[src/rtl/fpwm_pkg.sv]
package fpwm_pkg;

  localparam int LVL_W = 16;

  // pin level for counter value c, given compare points r and f
  function automatic logic duty_level(logic [LVL_W-1:0] c,
                                      logic [LVL_W-1:0] r,
                                      logic [LVL_W-1:0] f);
    logic lvl;
    if (f == '0)      lvl = 1'b1;
    else if (r == f)  lvl = 1'b0;
    else if (r < f)   lvl = (c >= r) && (c < f);
    else              lvl = (c >= r) || (c < f);
    return lvl;
  endfunction

endpackage

[src/rtl/fpwm_shadow.sv]
module fpwm_shadow #(
  parameter int W = 32
) (
  input  logic         clk_i,
  input  logic         rst_ni,
  input  logic         load_i,
  input  logic [W-1:0] d_i,
  output logic [W-1:0] q_o
);

  always_ff @(posedge clk_i or negedge rst_ni) begin
    if (!rst_ni)     q_o <= '0;
    else if (load_i) q_o <= d_i;
  end

endmodule

[src/rtl/fpwm_prescale.sv]
module fpwm_prescale #(
  parameter int HDIV_W = 4,
  parameter int LDIV_W = 4,
  localparam int H1_W  = (1 << HDIV_W) - 1,
  localparam int L2_W  = LDIV_W + 1
) (
  input  logic              clk_i,
  input  logic              rst_ni,
  input  logic              act_i,
  input  logic [HDIV_W-1:0] hdiv_i,
  input  logic [LDIV_W-1:0] ldiv_i,
  output logic              tick_o
);

  logic [H1_W-1:0] c1_q;
  logic [L2_W-1:0] c2_q;
  logic [H1_W:0]   h_pow;
  logic [H1_W:0]   h_full;
  logic [H1_W-1:0] h_max;
  logic [L2_W-1:0] l_max;
  logic            t1;

  assign h_pow  = (H1_W+1)'(1) << hdiv_i;
  assign h_full = h_pow - (H1_W+1)'(1);
  assign h_max  = h_full[H1_W-1:0];
  assign l_max  = (ldiv_i == '0) ? '0 : ({ldiv_i, 1'b0} - L2_W'(1));

  assign t1     = (c1_q == h_max);
  assign tick_o = act_i && t1 && (c2_q == l_max);

  always_ff @(posedge clk_i or negedge rst_ni) begin
    if (!rst_ni) begin
      c1_q <= '0;
      c2_q <= '0;
    end else if (!act_i) begin
      c1_q <= '0;
      c2_q <= '0;
    end else begin
      c1_q <= t1 ? '0 : c1_q + H1_W'(1);
      if (t1) c2_q <= (c2_q == l_max) ? '0 : c2_q + L2_W'(1);
    end
  end

  a_r2_high_stage_range: assert property (@(posedge clk_i) disable iff (!rst_ni)
    c1_q <= h_max);

  a_r3_low_stage_range: assert property (@(posedge clk_i) disable iff (!rst_ni)
    c2_q <= l_max);

endmodule

[src/rtl/fpwm_period.sv]
module fpwm_period #(
  parameter int CNT_W = 8
) (
  input  logic             clk_i,
  input  logic             rst_ni,
  input  logic             act_i,
  input  logic             tick_i,
  input  logic [CNT_W-1:0] per_i,
  output logic [CNT_W-1:0] cnt_o,
  output logic             wrap_o,
  output logic             cyc_o
);

  logic [CNT_W-1:0] cnt_q;
  logic             cyc_q;

  assign wrap_o = act_i && tick_i && (cnt_q == per_i);
  assign cnt_o  = cnt_q;
  assign cyc_o  = cyc_q;

  always_ff @(posedge clk_i or negedge rst_ni) begin
    if (!rst_ni) begin
      cnt_q <= '0;
      cyc_q <= 1'b0;
    end else begin
      cyc_q <= wrap_o;
      if (!act_i)      cnt_q <= '0;
      else if (tick_i) cnt_q <= wrap_o ? '0 : cnt_q + CNT_W'(1);
    end
  end

  a_r4_cnt_in_range: assert property (@(posedge clk_i) disable iff (!rst_ni)
    cnt_q <= per_i);

  a_r11_strobe_at_zero: assert property (@(posedge clk_i) disable iff (!rst_ni)
    cyc_q |-> (cnt_q == '0));

endmodule

[src/rtl/fan_pwm_gen.sv]
module fan_pwm_gen #(
  parameter int CNT_W  = 8,
  parameter int HDIV_W = 4,
  parameter int LDIV_W = 4,
  localparam int CW    = CNT_W + HDIV_W + LDIV_W,
  localparam int SW    = CW + 2 * CNT_W
) (
  input  logic             clk_i,
  input  logic             rst_ni,
  input  logic             en_i,
  input  logic [CW-1:0]    clk_ctrl_i,
  input  logic [CNT_W-1:0] rise_i,
  input  logic [CNT_W-1:0] fall_i,
  output logic             pwm_o,
  output logic             cyc_start_o
);

  logic             run_q;
  logic             act;
  logic             load;
  logic             tick;
  logic             wrap;
  logic [CNT_W-1:0] cnt;
  logic [SW-1:0]    sh;
  logic [CW-1:0]    word_sh;
  logic [CNT_W-1:0] rise_sh;
  logic [CNT_W-1:0] fall_sh;
  logic [CNT_W-1:0] per_sh;
  logic [HDIV_W-1:0] hdiv_sh;
  logic [LDIV_W-1:0] ldiv_sh;

  always_ff @(posedge clk_i or negedge rst_ni) begin
    if (!rst_ni) run_q <= 1'b0;
    else         run_q <= en_i;
  end

  assign act  = en_i && run_q;
  // capture while idle (so enable uses current inputs) and at each wrap
  assign load = !run_q || wrap;

  fpwm_shadow #(.W(SW)) u_shadow (
    .clk_i  (clk_i),
    .rst_ni (rst_ni),
    .load_i (load),
    .d_i    ({clk_ctrl_i, rise_i, fall_i}),
    .q_o    (sh)
  );

  assign word_sh = sh[SW-1 -: CW];
  assign rise_sh = sh[2*CNT_W-1 -: CNT_W];
  assign fall_sh = sh[CNT_W-1:0];
  assign per_sh  = word_sh[CW-1 -: CNT_W];
  assign hdiv_sh = word_sh[LDIV_W+HDIV_W-1 -: HDIV_W];
  assign ldiv_sh = word_sh[LDIV_W-1:0];

  fpwm_prescale #(.HDIV_W(HDIV_W), .LDIV_W(LDIV_W)) u_pre (
    .clk_i  (clk_i),
    .rst_ni (rst_ni),
    .act_i  (act),
    .hdiv_i (hdiv_sh),
    .ldiv_i (ldiv_sh),
    .tick_o (tick)
  );

  fpwm_period #(.CNT_W(CNT_W)) u_per (
    .clk_i  (clk_i),
    .rst_ni (rst_ni),
    .act_i  (act),
    .tick_i (tick),
    .per_i  (per_sh),
    .cnt_o  (cnt),
    .wrap_o (wrap),
    .cyc_o  (cyc_start_o)
  );

  assign pwm_o = run_q && fpwm_pkg::duty_level(fpwm_pkg::LVL_W'(cnt),
                                               fpwm_pkg::LVL_W'(rise_sh),
                                               fpwm_pkg::LVL_W'(fall_sh));

  a_r9_off_low: assert property (@(posedge clk_i) disable iff (!rst_ni)
    !en_i |=> !pwm_o);

  a_r9_off_no_strobe: assert property (@(posedge clk_i) disable iff (!rst_ni)
    !en_i |=> !cyc_start_o);

  a_r10_mid_cycle_hold: assert property (@(posedge clk_i) disable iff (!rst_ni)
    (run_q && $past(run_q) && !cyc_start_o) |-> $stable(sh));

endmodule

[config.mk]
export PLATFORM = sky130hd
export DESIGN_NAME = fan_pwm_gen
export DESIGN_NICKNAME = d
export VERILOG_FILES = /design/src/rtl/fpwm_pkg.sv /design/src/rtl/fpwm_shadow.sv /design/src/rtl/fpwm_prescale.sv /design/src/rtl/fpwm_period.sv /design/src/rtl/fan_pwm_gen.sv
export SDC_FILE = /design/constraint.sdc
export NUM_CORES = 1
export LEC_CHECK = 0
export BUFFER_PORTS_ARGS = -buffer_cell sky130_fd_sc_hd__buf_4
export CAP_MARGIN = 20
export CORE_MARGIN = 2
export CORE_UTILIZATION = 55
export DETAILED_ROUTE_END_ITERATION = 10
export GPL_TIMING_DRIVEN = 0
export PLACE_DENSITY = 0.73
export SYNTH_ARGS = -nofsm -noshare
export SYNTH_HDL_FRONTEND = slang
export SYNTH_SLANG_ARGS = --single-unit
[constraint.sdc]
create_clock -name clk_i -period 7.8 [get_ports clk_i]
set_input_delay 1.56 -clock clk_i [delete_from_list [all_inputs] [get_ports clk_i]]
set_output_delay 1.56 -clock clk_i [all_outputs]
set_load 0.1 [all_outputs]
==> Word-level counts from Yosys, hierarchy flattened <==
Index checks and enable logic that the tools add are counted.
{ "classes": {"shift": 1, "div": 0, "bitwise": 0, "mux": 12, "eq_ne": 6, "n_lt_le_gt_ge": 3, "n_reduce_logical": 12, "mul": 0, "n_addsub": 5} }
{ "ops": {"columns": ["cell", "n"], "rows": [
  ["$mux 15", 2],
  ["$mux 8", 3],
  ["$mux 5", 4],
  ["$eq 8x8->1", 2],
  ["$lt 8x8->1", 2],
  ["$add 15x1->15 const B", 1],
  ["$eq 15x15->1", 1],
  ["$shl 1x4->15 const A", 1],
  ["$sub 15x1->15 const B", 1],
  ["$add 8x1->8 const B", 1],
  ["$ge 8x8->1", 1],
  ["$logic_not 8->1", 1],
  ["$logic_and 1x1->1", 7],
  ["$add 5x1->5 const B", 1],
  ["$eq 5x5->1", 1],
  ["$sub 5x1->5 const B", 1],
  ["$logic_not 4->1", 1],
  ["$ne 2x2->1 const B", 2],
  ["$mux 1", 3],
  ["$logic_or 1x1->1", 2],
  ["$logic_not 1->1", 1]
]} }
{ "word_totals": {"input_bits": 35, "elab_cells": 45, "ramBits": 0, "mem_count": 0, "register_bits": 62, "latch_bits": 0, "out_inout_bits": 2, "mem_bits_ro": 0} }

==> Longest topological paths before layout <==
{ "depth": {"ltp_word": 10, "depth_mapped": 13, "ltp_nobuf": 10} }

==> Hierarchy <==
A second synthesis with hierarchy kept.
{ "unflattened": {"cells_unflattened": 422, "hier_area_um2": 4232.8} }
{ "modules_own_cells": {"columns": ["mod", "instances", "area_per_inst_um2", "seq_area_each_um2", "cells_per_inst"], "rows": [
  ["fpwm_prescale", 1, 1714.1, 500.5, 218],
  ["fpwm_shadow", 1, 1345.0, 800.8, 68],
  ["fan_pwm_gen", 1, 620.6, 25.0, 77],
  ["fpwm_period", 1, 553.0, 225.2, 59]
]} }

==> Worst setup path before layout <==
Ideal clock, no wire load.
{ "synth_path": {"kind": "flip-flop to output port", "from": "register u_per.cnt_q[2] (netlist: u_per.cnt_o[2])", "to": "output pwm_o", "arrival_ns": 2.412, "required_ns": 6.240, "stages_incl_launch_ff": 9, "slack_ns": 3.828, "cell_sequence": "dfrtp_1 ha_1 a21oi_1 o21ai_0 a41oi_1 a21oi_1 maj3_1 o21ai_0 and2_1"} }
{ "synth_via": {"elab_chain_len": 6, "word_cells_on_any_way": 8, "classes_between": "order compare: 2; mux: 3; reduce/logical: 3"} }
{ "synth_rtl": {"columns": ["element", "line", "rtl"], "rows": [
  ["from (decl)", "fpwm_period.sv:14", "logic [CNT_W-1:0] cnt_q;"],
  ["from (signal assigned)", "fpwm_period.sv:28", "else if (tick_i) cnt_q <= wrap_o ? '0 : cnt_q + CNT_W'(1);"],
  ["$ge 8x8->1 / $lt 8x8->1 (equally long branches)", "fpwm_pkg.sv:12, fpwm_pkg.sv:13", null],
  ["$logic_or 1x1->1 / $logic_and 1x1->1 (equally long branches)", "fpwm_pkg.sv:13, fpwm_pkg.sv:12", null],
  ["$mux 1 (*)", "fpwm_pkg.sv:12", "else if (r < f) lvl = (c >= r) && (c < f);"],
  ["$mux 1 (*)", "fpwm_pkg.sv:11", "else if (r == f) lvl = 1'b0;"],
  ["$mux 1 (*)", "fpwm_pkg.sv:10", "if (f == '0) lvl = 1'b1;"],
  ["$logic_and 1x1->1 (*)", "fan_pwm_gen.sv:76", "assign pwm_o = run_q && fpwm_pkg::duty_level(fpwm_pkg::LVL_W'(cnt),"],
  ["to (decl)", "fan_pwm_gen.sv:14", "output logic pwm_o,"]
]} }
Every way passes the cells marked *; elsewhere a longest branch is shown, timed or not.

==> Final worst setup path <==
Same ends and word-level chain as after synthesis.

==> impl_metrics.py <==
metrics = {
    "outcome": {
        "outcome": "finished, final reports clean",
    },
    "grt": {
        "met1_usage_pct": 30.3,
        "grt.busiest_layer": "met2",
        "use_met2_pct": 38.0,
        "gr-total-overflow": 0,
        "antenna_found_initial": 0,
        "gr-usage-all-layers_pct": 22.9,
        "grt_pass1_vias": 3188,
        "grt_max_degree": 63,
        "grt_first_pass_wirelength_mm": 15.3,
        "gr-usage-met3_pct": 3.40,
    },
    "placed_design": {
        "dp_slack_ns": 3.57,
        "hpwl_mm": 6.69,
        "portBuffers": 36,
        "gp_congestion": 0.837,
    },
    "cts": {
        "clkTransAtPathRegs_ns": 0.07,
        "cts-buffers-inserted": 9,
        "cts_tree": "done",
        "clockBufferDepth": 2,
        "cts.sinks": 62,
        "clk_latency_ns": 0.34,
        "h-tree-depth": 3,
        "cts_setup_buffers": 0,
        "ctsHoldBuffers": 0,
        "cts-root-buf": "clkbuf_8",
        "cts-resized-gates": 0,
    },
    "routing": {
        "drt_iter0_drc": 206,
        "ant_nets": 0,
        "firstDrtPassIters": 4,
        "via_count": 3233,
        "wl_per_cell_microns": 16.5,
        "drt-total-wl_mm": 9.20,
        "remaining_drc_errors": 0,
        "vias_per_cell": 5.78,
    },
    "job": {
        "maxCapViolCount": 0,
    },
    "sta": {
        "fmax_mhz": 234,
        "worst_slack_ns": 3.53,
        "worst_slew_pin_slew_ns": 0.797,
        "fin_crit_sh_pct": 54.8,
        "rsz0062_at_grt": "no",
        "tns_ns": 0,
        "setup_viol": 0,
        "slew_headroom_pct": 46.8,
        "finalHoldViolations": 0,
        "period_needed_ns": 4.27,
        "clock_skew_ns": 0.00688,
        "drv_slew": 0,
    },
    "worst_setup_path": {
        "path_max_fanout": 7,
        "rrSetupSlack_ns": 3.55,
        "path_class": "reg -> out",
        "crit_path_end_kind": "output port",
        "ff2ff_path_depth": 12,
        "crit_arrival_ns": 2.71,
        "cp.required_ns": 6.24,
        "reg2reg_to": "u_shadow.q_o[25]",
        "r2r-start": "u_shadow.q_o[21]",
        "cp-start-kind": "register",
    },
    "yosys": {
        "yosysUniqueCellTypes": 69,
        "syn_nets": 470,
        "ys_warn_count": 0,
        "synth_enable_flop_cells": 0,
        "netlist_area_sq_um": 4200,
        "synth.top_cell.area_share_pct": 36.9,
        "syn_area_per_cell_sq_um": 10.3,
        "synth_area_leaders": "dfrtp_1 (37%), mux2_4 (11%), ha_1 (8.0%)",
        "ys_seq_area_share_pct": 36.9,
        "ys_seq_elements": 62,
        "ys_top_cells_by_count": "dfrtp_1 (62), nor2_1 (32), mux2_4 (30), ha_1 (27), inv_1 (26)",
        "async_flop_share_pct": 100,
        "synthCells": 408,
        "synth_largest_area_cell": "dfrtp_1",
        "yosysMostFrequentCell": "dfrtp_1",
        "ys.flop_type": "dfrtp_1",
    },
    "min_path": {
        "hold_class": "reg -> reg",
        "hold_depth": 1,
        "min_from": "u_pre.c2_q[4]",
        "holdPathEnd": "u_pre.c2_q[4]",
    },
    "power_and_ir_drop": {
        "power_density_nw_per_um2": 175,
        "power.switching_w": 0.000240,
        "p_leak_nw": 2.26,
        "netSwitchingFraction_pct": 28.5,
        "pwr-share-comb_pct": 18.8,
        "power.share.clock_pct": 38.8,
        "p_int_w": 0.000603,
        "seqPwrFrac_pct": 42.4,
        "vdd_drop_max_mv": 0.123,
    },
    "floorplan": {
        "die_w_microns": 91.4,
        "die_h_microns": 91.4,
        "initial_core_util_pct": 57.3,
        "fp-row-count": 31,
        "coreArea_sq_um": 7330,
        "die_area_sq_um": 8360,
        "io_pins": 37,
    },
    "cells_and_area": {
        "fin_nets": 517,
        "diodes": 0,
        "area_delta_synth_final_pct": 14.8,
        "drive_gt1_share_pct": 25.9,
    },
}
-- worst max-delay path: stages (launching register included) --
cell and delay [ns]:
dfrtp_1 0.47, ha_1 0.35, a21oi_1 0.14, o21ai_0 0.11, a41oi_1 0.24, a21oi_1 0.10
maj3_1 0.32, o21ai_0 0.18, and2_1 0.17, buf_4 0.29
-- stage by stage --
stage                     util [%]  hold WS, ns  cell area (sq um)  total power [W]  cells
after detailed placement      62.7        0.526               4600         0.000521    543
final                         65.8        0.540               4830         0.000843    559
after global routing          65.8        0.565               4830         0.000881    559
after floorplan                  -        0.503               4200         0.000472    408
after global placement        62.7        0.521               4600         0.000514    543
after CTS                     65.8        0.544               4830         0.000849    559
-- placed cells by master (no fill, tap or decap), types with 3 or more instances in the layout --
| master | netlist | final |
|---|---|---|
| dfrtp_1 | 62 | 62 |
| and2_1 | 3 | 3 |
| nor4_1 | 4 | 4 |
| nand4_1 | 5 | 5 |
| buf_6 | 8 | 8 |
| o21bai_1 | 5 | 5 |
| xnor2_1 | 21 | 21 |
| inv_6 | 0 | 3 |
| nor2_1 | 32 | 32 |
| buf_2 | 6 | 6 |
| o211ai_1 | 4 | 4 |
| nor3b_1 | 6 | 6 |
| a211oi_1 | 3 | 3 |
| inv_1 | 26 | 26 |
| o21ai_0 | 13 | 13 |
| and3_1 | 6 | 6 |
| nand3_1 | 18 | 18 |
| buf_4 | 1 | 37 |
| nor2b_1 | 3 | 3 |
| a31oi_1 | 5 | 5 |
| nor3_1 | 10 | 10 |
| mux2_4 | 30 | 30 |
| a32o_1 | 5 | 5 |
| nand2_1 | 20 | 20 |
| clkbuf_8 | 0 | 9 |
| a21o_1 | 5 | 5 |
| a21oi_1 | 17 | 17 |
| ha_1 | 27 | 27 |
| clkbuf_1 | 3 | 3 |
| xor2_1 | 7 | 7 |
| nand2b_1 | 3 | 3 |
-- area by class of cell --
class	count	area (sq um)
tap	99	124
multi-input combinational	301	2410
sequential	62	1550
clock buffer	9	124
buffer	18	139
clock inverter	7	104
timing repair buffer	36	270
inverter	27	101
fill	601	2500
-- cells by family (layout without fill, tap and decap cells) --
| family | after synthesis | after routing | share of synthesized area [%] |
|---|---|---|---|
| and+or+nand+nor | 134 | 134 | 18.2 |
| muxes | 33 | 33 | 11.5 |
| DFF | 62 | 62 | 36.9 |
| xor gates and xnor gates | 28 | 28 | 5.83 |
| buffers and inverters | 45 | 97 | 5.71 |
| AOI/OAI and AO/OA | 78 | 78 | 13.6 |
| adders and majority gates | 28 | 28 | 8.27 |
-- state kept, by name, summed over array words and instances (netlist names) --
register / cells
u_per.cyc_o: 1
u_shadow.q_o: 32
u_per.cnt_o: 8
u_pre.c1_q: 15
u_pre.c2_q: 5
run_q: 1
-- power by group through the flow --
stage	clock (W)	sequential (W)	combinational, W
after CTS	0.000333	0.000357	0.000159
after global routing	0.000347	0.000360	0.000175
after detailed placement	0	0.000363	0.000158
after floorplan	0	0.000356	0.000116
final	0.000327	0.000357	0.000159
after global placement	0	0.000363	0.000151
-- routing by layer --
| layer | vias up | share of wire [%] |
|---|---|---|
| met2 | 91 | 49 |
| li1 | 1569 | - |
| met4 | 0 | 2.0 |
| met5 | - | 0 |
| met1 | 1558 | 45 |
| met3 | 15 | 4.5 |
-- worst max-delay path by stage --
stage                           startpoint               end  slack [ns]  cells past startpoint
after floorplan             u_per.cnt_o[2]             pwm_o        3.83                      8
after global placement    u_shadow.q_o[21]  u_shadow.q_o[26]        3.57                     12
after detailed placement  u_shadow.q_o[21]  u_shadow.q_o[21]        3.57                     12
after CTS                 u_shadow.q_o[21]  u_shadow.q_o[21]        3.54                     12
after global routing      u_shadow.q_o[21]  u_shadow.q_o[10]        3.34                     12
final                       u_per.cnt_o[2]             pwm_o        3.53                      9
(Power assumes the default switching activity.)
